## config.mk

```make
export PLATFORM = sky130hd
export DESIGN_NAME = anchor_disp_sched
export DESIGN_NICKNAME = d
export VERILOG_FILES = /design/src/rtl/ads_pkg.sv /design/src/rtl/ads_anchor_hold.sv /design/src/rtl/ads_ready_fifo.sv /design/src/rtl/ads_field_seq.sv /design/src/rtl/ads_host_regs.sv /design/src/rtl/anchor_disp_sched.sv
export SDC_FILE = /design/constraint.sdc
export NUM_CORES = 1
export LEC_CHECK = 0
export BUFFER_PORTS_ARGS = -buffer_cell sky130_fd_sc_hd__buf_2
export CAP_MARGIN = 20
export CELL_PAD_IN_SITES_DETAIL_PLACEMENT = 1
export CELL_PAD_IN_SITES_GLOBAL_PLACEMENT = 1
export CORE_ASPECT_RATIO = 1.2
export CORE_MARGIN = 5
export CORE_UTILIZATION = 42
export DETAILED_ROUTE_END_ITERATION = 16
export PLACE_DENSITY_LB_ADDON = 0.1
export SLEW_MARGIN = 15
export SYNTH_ARGS = -nofsm -noshare
export SYNTH_HDL_FRONTEND = slang
export SYNTH_HIERARCHICAL = 1
export SYNTH_SLANG_ARGS = --single-unit
```

## constraint.sdc

```tcl
create_clock -name clk -period 2.9 [get_ports clk]
set_clock_uncertainty 0.05 [all_clocks]
set_input_delay 0.435 -clock clk [delete_from_list [all_inputs] [get_ports clk]]
set_output_delay 0.435 -clock clk [all_outputs]
set_load 0.1 [all_outputs]
```

## src/rtl/ads_pkg.sv

```systemverilog
package ads_pkg;
   typedef enum logic [1:0] {
      PIC_I   = 2'd0,
      PIC_P   = 2'd1,
      PIC_B   = 2'd2,
      PIC_NONE = 2'd3
   } pic_kind_e;

   localparam int REG_STATUS = 0;
   localparam int REG_CTRL   = 1;

   localparam int CTRL_STEP_MODE = 0;
   localparam int CTRL_STEP      = 1;
   localparam int CTRL_MASK      = 2;
   localparam int STAT_SEQ_END   = 0;
endpackage

```

## src/rtl/ads_anchor_hold.sv

```systemverilog
module ads_anchor_hold
   import ads_pkg::*;
#(
   parameter int STORE_W = 2
) (
   input  logic               clk,
   input  logic               rst_n,
   input  logic               dec_done,
   input  logic [1:0]         dec_kind,
   input  logic [STORE_W-1:0] dec_store,
   input  logic               seq_end,
   output logic               rel_push,
   output logic [STORE_W-1:0] rel_store
);
   logic               held_v;
   logic [STORE_W-1:0] held_store;
   logic               got_anchor;
   logic               got_b;

   always_comb begin
      got_anchor = dec_done && (dec_kind == PIC_I || dec_kind == PIC_P);
      got_b      = dec_done && (dec_kind == PIC_B);
      rel_push   = got_b || (held_v && (got_anchor || seq_end));
      rel_store  = got_b ? dec_store : held_store;
   end

   always_ff @(posedge clk or negedge rst_n) begin
      if (!rst_n) begin
         held_v     <= 1'b0;
         held_store <= '0;
      end else if (got_anchor) begin
         held_v     <= 1'b1;
         held_store <= dec_store;
      end else if (seq_end) begin
         held_v     <= 1'b0;
      end
   end


   anchor_held_chk: assert property (@(posedge clk) disable iff (!rst_n)
      got_anchor |=> held_v && held_store == $past(dec_store));


   flush_empty_chk: assert property (@(posedge clk) disable iff (!rst_n)
      seq_end |=> !held_v);
endmodule

```

## src/rtl/ads_ready_fifo.sv

```systemverilog
module ads_ready_fifo #(
   parameter int STORE_W = 2,
   parameter int DEPTH   = 4
) (
   input  logic               clk,
   input  logic               rst_n,
   input  logic               push,
   input  logic [STORE_W-1:0] push_data,
   input  logic               pop,
   output logic [STORE_W-1:0] head,
   output logic               empty
);
   localparam int PTR_W = (DEPTH > 1) ? $clog2(DEPTH) : 1;
   localparam int CNT_W = $clog2(DEPTH + 1);
   localparam bit POW2  = (DEPTH == (1 << PTR_W));

   logic [STORE_W-1:0] slots [DEPTH];
   logic [PTR_W-1:0]   wr_ptr, rd_ptr, wr_nxt, rd_nxt;
   logic [CNT_W-1:0]   count;
   logic               full, do_push, do_pop;

   generate
      if (POW2) begin : g_wrap_free
         assign wr_nxt = wr_ptr + PTR_W'(1);
         assign rd_nxt = rd_ptr + PTR_W'(1);
      end else begin : g_wrap_cmp
         assign wr_nxt = (wr_ptr == PTR_W'(DEPTH - 1)) ? '0 : wr_ptr + PTR_W'(1);
         assign rd_nxt = (rd_ptr == PTR_W'(DEPTH - 1)) ? '0 : rd_ptr + PTR_W'(1);
      end
   endgenerate

   always_comb begin
      empty   = (count == '0);
      full    = (count == CNT_W'(DEPTH));
      do_pop  = pop && !empty;
      do_push = push && (!full || do_pop);
      head    = slots[rd_ptr];
   end

   always_ff @(posedge clk or negedge rst_n) begin
      if (!rst_n) begin
         wr_ptr <= '0;
         rd_ptr <= '0;
         count  <= '0;
      end else begin
         if (do_push) wr_ptr <= wr_nxt;
         if (do_pop)  rd_ptr <= rd_nxt;
         if (do_push && !do_pop)      count <= count + CNT_W'(1);
         else if (do_pop && !do_push) count <= count - CNT_W'(1);
      end
   end

   always_ff @(posedge clk) begin
      if (do_push) slots[wr_ptr] <= push_data;
   end


   no_overflow_chk: assert property (@(posedge clk) disable iff (!rst_n)
      push |-> (!full || pop));
endmodule

```

## src/rtl/ads_field_seq.sv

```systemverilog
module ads_field_seq #(
   parameter int STORE_W = 2
) (
   input  logic               clk,
   input  logic               rst_n,
   input  logic               fsync,
   input  logic               q_empty,
   input  logic [STORE_W-1:0] q_head,
   input  logic               q_push,
   input  logic               seq_end,
   input  logic               seq_start,
   input  logic               step_mode,
   input  logic               step_req,
   output logic               q_pop,
   output logic               step_done,
   output logic [STORE_W-1:0] disp_store,
   output logic               disp_last,
   output logic               frozen
);
   logic end_wait;
   logic may_advance;

   always_comb begin
      may_advance = !frozen && (!step_mode || step_req);
      q_pop       = fsync && disp_last && may_advance && !q_empty;
      step_done   = q_pop && step_mode;
   end

   always_ff @(posedge clk or negedge rst_n) begin
      if (!rst_n) begin
         disp_last  <= 1'b1;
         disp_store <= '0;
      end else if (fsync) begin
         disp_last <= !disp_last;
         if (q_pop) disp_store <= q_head;
      end
   end

   always_ff @(posedge clk or negedge rst_n) begin
      if (!rst_n) begin
         end_wait <= 1'b0;
         frozen   <= 1'b0;
      end else if (seq_start) begin
         end_wait <= 1'b0;
         frozen   <= 1'b0;
      end else if (seq_end) begin
         end_wait <= 1'b1;
      end else if (end_wait && q_empty && !q_push) begin
         end_wait <= 1'b0;
         frozen   <= 1'b1;
      end
   end


   store_at_first_chk: assert property (@(posedge clk) disable iff (!rst_n)
      !(fsync && disp_last) |=> $stable(disp_store));


   field_toggle_chk: assert property (@(posedge clk) disable iff (!rst_n)
      fsync |=> (disp_last != $past(disp_last)));


   freeze_hold_chk: assert property (@(posedge clk) disable iff (!rst_n)
      (frozen && !seq_start) |=> (frozen && $stable(disp_store)));
endmodule

```

## src/rtl/ads_host_regs.sv

```systemverilog
module ads_host_regs
   import ads_pkg::*;
#(
   parameter int ADDR_W = 2,
   parameter int DATA_W = 8
) (
   input  logic              clk,
   input  logic              rst_n,
   input  logic              host_wr,
   input  logic [ADDR_W-1:0] host_addr,
   input  logic [DATA_W-1:0] host_wdata,
   input  logic              seq_end,
   input  logic              step_done,
   output logic [DATA_W-1:0] host_rdata,
   output logic              step_mode,
   output logic              step_req,
   output logic              irq_n
);
   logic stat_end;
   logic irq_mask;
   logic wr_stat, wr_ctrl;
   wire  unused_wdata = ^host_wdata;

   always_comb begin
      wr_stat = host_wr && (host_addr == ADDR_W'(REG_STATUS));
      wr_ctrl = host_wr && (host_addr == ADDR_W'(REG_CTRL));
      irq_n   = !(stat_end && !irq_mask);
      host_rdata = '0;
      if (host_addr == ADDR_W'(REG_STATUS)) begin
         host_rdata[STAT_SEQ_END] = stat_end;
      end else if (host_addr == ADDR_W'(REG_CTRL)) begin
         host_rdata[CTRL_STEP_MODE] = step_mode;
         host_rdata[CTRL_STEP]      = step_req;
         host_rdata[CTRL_MASK]      = irq_mask;
      end
   end

   always_ff @(posedge clk or negedge rst_n) begin
      if (!rst_n) begin
         stat_end <= 1'b0;
      end else if (seq_end) begin
         stat_end <= 1'b1;
      end else if (wr_stat && host_wdata[STAT_SEQ_END]) begin
         stat_end <= 1'b0;
      end
   end

   always_ff @(posedge clk or negedge rst_n) begin
      if (!rst_n) begin
         step_mode <= 1'b0;
         step_req  <= 1'b0;
         irq_mask  <= 1'b0;
      end else if (wr_ctrl) begin
         step_mode <= host_wdata[CTRL_STEP_MODE];
         step_req  <= host_wdata[CTRL_STEP];
         irq_mask  <= host_wdata[CTRL_MASK];
      end else if (step_done) begin
         step_req  <= 1'b0;
      end
   end


   status_set_chk: assert property (@(posedge clk) disable iff (!rst_n)
      seq_end |=> stat_end);


   step_clear_chk: assert property (@(posedge clk) disable iff (!rst_n)
      $fell(step_req) |-> $past(step_done || wr_ctrl));
endmodule

```

## src/rtl/anchor_disp_sched.sv

```systemverilog
module anchor_disp_sched #(
   parameter int STORE_W = 2,
   parameter int Q_DEPTH = 4,
   parameter int ADDR_W  = 2,
   parameter int DATA_W  = 8
) (
   input  logic               clk,
   input  logic               rst_n,
   input  logic               dec_done,
   input  logic [1:0]         dec_kind,
   input  logic [STORE_W-1:0] dec_store,
   input  logic               seq_end,
   input  logic               seq_start,
   input  logic               fsync,
   input  logic               host_wr,
   input  logic [ADDR_W-1:0]  host_addr,
   input  logic [DATA_W-1:0]  host_wdata,
   output logic [DATA_W-1:0]  host_rdata,
   output logic [STORE_W-1:0] disp_store,
   output logic               disp_last,
   output logic               frozen,
   output logic               irq_n
);
   generate
      if (STORE_W < 2) begin : g_bad_store_w
         $error("STORE_W must index three frame stores");
      end
      if (Q_DEPTH < 2) begin : g_bad_depth
         $error("Q_DEPTH must be at least 2");
      end
      if (DATA_W < 3) begin : g_bad_data_w
         $error("DATA_W must hold the three control bits");
      end
      if (ADDR_W < 1) begin : g_bad_addr_w
         $error("ADDR_W must be at least 1");
      end
   endgenerate

   logic               rel_push;
   logic [STORE_W-1:0] rel_store;
   logic               q_pop, q_empty;
   logic [STORE_W-1:0] q_head;
   logic               step_mode, step_req, step_done;

   ads_anchor_hold #(.STORE_W(STORE_W)) u_hold (
      .clk(clk), .rst_n(rst_n),
      .dec_done(dec_done), .dec_kind(dec_kind), .dec_store(dec_store),
      .seq_end(seq_end),
      .rel_push(rel_push), .rel_store(rel_store)
   );

   ads_ready_fifo #(.STORE_W(STORE_W), .DEPTH(Q_DEPTH)) u_queue (
      .clk(clk), .rst_n(rst_n),
      .push(rel_push), .push_data(rel_store),
      .pop(q_pop), .head(q_head), .empty(q_empty)
   );

   ads_field_seq #(.STORE_W(STORE_W)) u_fields (
      .clk(clk), .rst_n(rst_n),
      .fsync(fsync), .q_empty(q_empty), .q_head(q_head), .q_push(rel_push),
      .seq_end(seq_end), .seq_start(seq_start),
      .step_mode(step_mode), .step_req(step_req),
      .q_pop(q_pop), .step_done(step_done),
      .disp_store(disp_store), .disp_last(disp_last), .frozen(frozen)
   );

   ads_host_regs #(.ADDR_W(ADDR_W), .DATA_W(DATA_W)) u_regs (
      .clk(clk), .rst_n(rst_n),
      .host_wr(host_wr), .host_addr(host_addr), .host_wdata(host_wdata),
      .seq_end(seq_end), .step_done(step_done),
      .host_rdata(host_rdata),
      .step_mode(step_mode), .step_req(step_req), .irq_n(irq_n)
   );


   one_event_chk: assert property (@(posedge clk) disable iff (!rst_n)
      $countones({dec_done, seq_end, seq_start}) <= 1);
endmodule

```

==> results of run 1 <==
-- critical path: stages, from the launching register on --
cell       delay [ns]
dfrtp_1          0.45
nor3_1           0.08
buf_4            0.16
a2111oi_4        0.39
o41a_4           0.24
ha_1             0.19
inv_1            0.06
fa_1             0.37
xor2_1           0.15
nor2_1           0.12
xnor2_1          0.13
-- where the power goes --
part / switching [uW] / internal, uW / total (uW) / leakage [uW]
registers: 94.6 / 517 / 612 / 0.000296
clock network: 117 / 97.4 / 215 / 0.0000217
logic: 423 / 262 / 685 / 0.000409
total: 635 / 877 / 1510 / 0.000727
-- cells in the mapped netlist (2+ instances only) --
library cell / instances / area (um^2)
xnor2_1: 5 / 43.79
mux2_4: 4 / 60.06
dfrtp_1: 18 / 450.4
and3b_2: 2 / 20.02
nand2b_1: 3 / 18.77
inv_1: 5 / 18.77
mux4_2: 2 / 45.04
xor2_1: 2 / 17.52
nor2_1: 5 / 18.77
mux2_1: 2 / 22.52
and2_2: 5 / 37.54
ha_1: 5 / 62.56
mux2_2: 5 / 56.30
buf_4: 5 / 37.54
mux2i_1: 2 / 20.02
edfxtp_1: 8 / 240.2
-- area by class of cell --
cell class                      count  share of cell area
Tap cell                           37             0.02907
Timing Repair Buffer               25             0.08170
Clock buffer                        3             0.02592
Clock inverter                      1            0.004713
Multi-Input combinational cell     63              0.3943
Sequential cell                    27              0.4501
Inverter                            6             0.01414
-- state kept, by name, indices dropped and copies added (netlist names) --
register	cells
u_queue/slots	8
u_queue/count	3
u_fields/disp_store	2
u_hold/held_store	2
u_queue/rd_ptr	2
u_queue/wr_ptr	2
u_fields/disp_last	1
u_fields/end_wait	1
u_fields/frozen	1
u_hold/held_v	1
u_regs/irq_mask	1
u_regs/stat_end	1
u_regs/step_mode	1
u_regs/step_req	1
-- logic make-up after synthesis --
| logic type | share of synthesized area |
|---|---|
| muxes | 0.1467 |
| xor gates and xnor gates | 0.04411 |
| buffers and inverters | 0.04321 |
| other | 0.002698 |
| DFF | 0.5158 |
| AOI/OAI and AO/OA | 0.05400 |
| adders and majority gates | 0.05941 |
| and+or+nand+nor | 0.1341 |
-- through the flow --
step | utilization | instance area [um^2] | total power (uW) | instances | hold WS, ns
floorplan | - | 1405 | 1182 | 101 | 0.08941
global placement | 0.4706 | 1544 | 1302 | 158 | 0.3564
detailed placement | 0.4706 | 1544 | 1320 | 158 | 0.3608
CTS | 0.4855 | 1593 | 1542 | 162 | 0.05200
global route | 0.4855 | 1593 | 1621 | 162 | 0.07509
finish | 0.4855 | 1593 | 1512 | 162 | 0.04238
-- routing by layer --
| layer | vias up | GRT usage | part of all wire |
|---|---|---|---|
| li1 | 383 | - | - |
| met1 | 398 | 0.1160 | 0.38 |
| met5 | - | 0 | 0 |
| met4 | 0 | 0.05660 | 0.017 |
| met3 | 4 | 0.03698 | 0.069 |
| met2 | 22 | 0.2177 | 0.53 |
-- worst paths after layout --
| check | from | end | slack, ns | cells past startpoint |
|---|---|---|---|---|
| max | u_queue/count[0] | u_queue/count[2] | 0.45 | 10 |
| min | rst_n | u_queue/wr_ptr[1] | 0.04 | 1 |
| max reg2reg | u_queue/count[0] | u_queue/count[2] | 0.45 | 10 |
| min reg2reg | u_fields/disp_store[0] | u_fields/disp_store[0] | 0.46 | 1 |
| max in group asynchronous | rst_n | u_fields/disp_last | 2.42 | 1 |
| min in group clk | seq_start | u_fields/frozen | 0.28 | 2 |
-- placed cells by master (no fill, tap or decap), types with 2 or more instances in the layout --
cell,count
and2_2,5
buf_4,2
buf_2,23
clkbuf_8,3
ha_1,5
inv_1,5
dfrtp_1,18
mux2i_1,2
nand2b_1,3
and3b_2,2
xor2_1,2
conb_1,5
mux2_4,4
mux2_1,2
xnor2_1,5
nor2_1,5
mux4_2,2
mux2_2,5
edfxtp_1,8
==> reports/summary.txt, run 1 <==
Status - finished clean
Clk_lat worst skew - 0.27 ns
Max Clock Freq - 0.4085 GHz
WP data arrival - 2.59 ns
Cts hold-fix bufs - 0
Initial antenna violation count - 0
Routed WL - 2347 um
Final ANT Viol Nets - 0
Tmin final - 2.448 ns
Final Max Slew Viols - 0
Final hold vios - 0
Drt via density - 4.981
Buffer count from post-CTS setup fixing - 0
Max IR drop VDD - 0.4746 mV
Num rows - 23
GR Util All Layers - 0.1165
Ports - 34
Crit Path Category - flip-flop to flip-flop
# DRC - 0
Synthesis Warnings - 6
Die Ht - 73.02 um
Critical Path End Type - flip-flop
Storage cell area - 716.9 um^2
Largest net degree at the start of global routing - 20
Vias post-DR - 807
Initial Util - 0.4237
Post-synthesis sequential area ratio - 0.5158
Sink Count - 27
CP Data Required Time - 3.05 ns
Nets - 153
Mapped Area - 0.001390 mm^2
Synthesized area per cell - 14.33 um^2
Final period utilization - 0.8440
RSZ-0062 raised after global routing - no
Port Buf Inserts - 23
CTS buffer count - 3
Worst Setup Slack, final - 0.4523 ns
Clock transition at path regs - 0.09 ns
DR pass1 iterations - 3
Setup crit start kind - flip-flop
Clock Path Buffers - 2
Lkg Pwr - 0.0007266 uW
Syn-to-layout area delta - 14.58%
Core Area - 0.003281 mm^2
Placer congestion estimate - 0.6939
First-pass GRT wire length - 4160 um
Fill cell count - 336
Flops & latches, synth - 27
Vias in the first global route - 918
Finish-stage setup viols - 0
# resized after CTS - 0
Pwr dens - 949.1 mW/mm^2
Die Area - 0.004565 mm^2
Crit path max fanout - 7
DR iter-0 viols - 5
Die Span X - 62.52 um
Multi-input gate area - 628.1 um^2
Worst hold-check path type - primary input to async pin
Post-synth EDFFs - 8
Wirelength per Cell - 14.49 um
Synth Flop Type - dfrtp_1
Cells after Synth - 97
Max-cap viol count - 0
HPWL after DPL - 1918 um
Clock Tree Root - clkbuf_8
Remaining global-route overflow - 0
Layout cells sized above 1 - 0.4400
Fin Setup TNS - 0 ns
Asr flop ratio synth - 0.7037
Dpl ws - 0.4335 ns
H-tree levels - 1
CTS tree - built
# diodes - 0
Netlist cell types - 35
No activity file was read; power rests on OpenSTA's default activity.
==> inputs of run 2 (changes only) <==
ABC_AREA = 1   (was unset)
CORE_UTILIZATION = 38   (was 42)
clock period = 2.3 ns   (was 2.9 ns; I/O delays follow)
==> reports/summary.txt, run 2 <==
Status - finished clean
Clk_lat worst skew - 0.27 ns
Flop2flop setup slack - 0.16 ns
Wirelength per Cell - 11.89 um
Most instantiated cells after synthesis - nand2_1, inv_1, dfrtp_1
Most common cell after layout, fill and taps aside - nand2_1
Nets - 245
FF-to-FF Start - u_queue/count[0]
Clock transition at path regs - 0.09 ns
Mapped Area - 0.001458 mm^2
Remaining global-route overflow - 0
H-tree levels - 1
Syn-to-layout area delta - 21.03%
CP Data Required Time - 2.42 ns
DR pass1 iterations - 4
Max-cap viol count - 0
Clock Tree Root - clkbuf_8
Max Clock Freq - 0.4671 GHz
Post-route cell area - 0.001764 mm^2
Placer congestion estimate - 0.7304
M1 WL - 1250 um
Simple logic cell fraction of the synthesized area - 0.3021
Post-synthesis sequential area ratio - 0.4918
Tmin final - 2.141 ns
Crit Path Category - flip-flop to flip-flop
Netlist cell types - 22
Final period utilization - 0.9308
Synthesized area per cell - 8.053 um^2
Vias post-DR - 1,209
Setup crit start kind - flip-flop
Buf/Inv on CP - 4
Combinational family with the most area after synthesis - simple AND/OR/NAND/NOR gates
# diodes - 0
Finished Layout Cells - 269
Initial Util - 0.3979
CTS tree - built
Port Buf Inserts - 23
Share of the synthesized area in the top cell type - 0.3090
Post-synthesis mux area share - 0
Area contributors post-synth - dfrtp_1, edfxtp_1, nand2_1
WP data arrival - 2.26 ns
Reg with most FFs - u_queue/slots
WHS - 0.1729 ns
Max IR drop VDD - 0.2951 mV
Fin Setup TNS - 0 ns
Vias in the first global route - 1,302
Core Area - 0.003664 mm^2
Initial antenna violation count - 0
Synth Flop Type - dfrtp_1
Sink Count - 27
# DRC - 0
Finish-stage setup viols - 0
Crit path from - u_queue/count[0]
Die Span X - 66.54 um
Final hold vios - 0
XOR/XNOR share of the synthesized area - 0.006009
Crit path max fanout - 3
Lkg Pwr - 0.0009478 uW
Top flop regs - u_queue/slots x8, u_queue/count x3
DR iter-0 viols - 25
Compound-cell area share of the yosys netlist - 0.02747
Most frequent cell after synthesis - nand2_1
Worst hold-check path type - primary input to flip-flop
Post-Synth Adder-Cell Area - 0.05665
Most frequent cells in the layout - nand2_1, inv_1, buf_2
Die Ht - 77.85 um
Critical Path End Type - flip-flop
Layout cells sized above 1 - 0.2673
Critical path's most frequent cell - inv_2
Synthesis Warnings - 6
Final ANT Viol Nets - 0
Die Area - 0.005180 mm^2
Clock Path Buffers - 2
GR Util All Layers - 0.1381
Met2 routed WL - 1779 um
CTS buffer count - 3
Crit-path max cell delay - 0.42 ns
Final Max Slew Viols - 0
Routed WL - 3198 um
Ports - 34
Flops & latches, synth - 27
Met3 Wirelength - 152 um
Max reg flops - 8
Cells after DPL - 263
Worst path top cell family by delay - simple AND/OR/NAND/NOR gates
Slowest CP cell - dfrtp_1
Top routing layer used - met4
Num rows - 24
RSZ-0062 raised after global routing - no
Area leader, netlist - dfrtp_1
Post-synth EDFFs - 8
Crit-path cells - nor2_4 -> nand2_2 -> inv_2 -> nor2_4 -> nand3_2 -> inv_2 -> nor2_2 -> nand2_2 -> nand2_4 -> inv_1 -> ha_2 -> inv_2 -> fa_2 -> nand2_1 -> nand2_1
Asr flop ratio synth - 0.7037
HPWL after DPL - 2636 um
Pwr dens - 1096 mW/mm^2
First-pass GRT wire length - 5595 um
Cell Area, Placed - 0.001685 mm^2
Drt via density - 4.494
Largest net degree at the start of global routing - 20
Cells after Synth - 181
Hold wc startpoint - seq_start
Total chip power - 1934 uW
==> run 2: cell types whose count changed after synthesis, moves of 4 or more <==
cell | previous run | this run
and2_2 | 5 | 0
inv_1 | 5 | 30
mux2_2 | 5 | 0
mux2_4 | 4 | 0
nand2_1 | 0 | 57
nand3_1 | 0 | 11
nand4_1 | 0 | 5
nor2_1 | 5 | 17
xnor2_1 | 5 | 1
==> run 2: cells by family after synthesis <==
family          Yosys count
compound gates            7
xor+xnor                  1
fa+ha+maj                 6
buf+inv                  39
flops                    27
other cells               1
simple gates            100
==> run 2: cell type report <==
cell class	instances	area [um^2]
fill	485	1899
sequential	27	721.9
multi-input combinational	119	608.1
timing repair buffer	33	192.7
inverter	34	127.6
tap	52	65.06
clock buffer	3	41.29
clock inverter	1	7.507
==> run 2: power breakdown <==
part,switching [uW],internal [uW]
Sequential,94.0,625
Clock,151,123
Combinational,635,306
Total,880,1050
==> run 2: final timing paths <==
path | end | cells past startpoint
setup / recovery | u_queue/count[1] | 15
hold / removal | u_fields/frozen | 2
setup reg to reg | u_queue/count[1] | 15
hold reg to reg | u_hold/held_store[1] | 2
max in group asynchronous | u_fields/frozen | 2
min in group asynchronous | u_queue/rd_ptr[0] | 2
==> run 2: per-layer routing <==
metal,GRT usage,up-vias
li1,-,614
met1,0.1488,573
met2,0.2669,20
met3,0.01590,2
met4,0.04878,0
met5,0,-
==> run 2: worst register-to-register path, delay by kind of cell (launching register included) <==
family	cells	cell delay (ns)
AND/OR/NAND/NOR	9	0.73
adder cells (fa/ha/maj)	2	0.60
flip-flops	1	0.42
buffers and inverters	4	0.24
==> run 2: what timing repair did <==
action | CTS | global route
gates resized for setup | 0 | 5
endpoints found under the setup margin | 0 | 2
hold endpoints to repair | 18 | 0
hold buffers | 1 | 0
buffers inserted | 0 | 1
==> run 2: stage by stage <==
step / setup WS [ns] / utilization
after floorplan: 0.009456 / -
after global placement: 0.1401 / 0.4600
after detailed placement: 0.06026 / 0.4600
after CTS: 0.04007 / 0.4761
after global routing: 0.001301 / 0.4816
final: 0.1591 / 0.4816
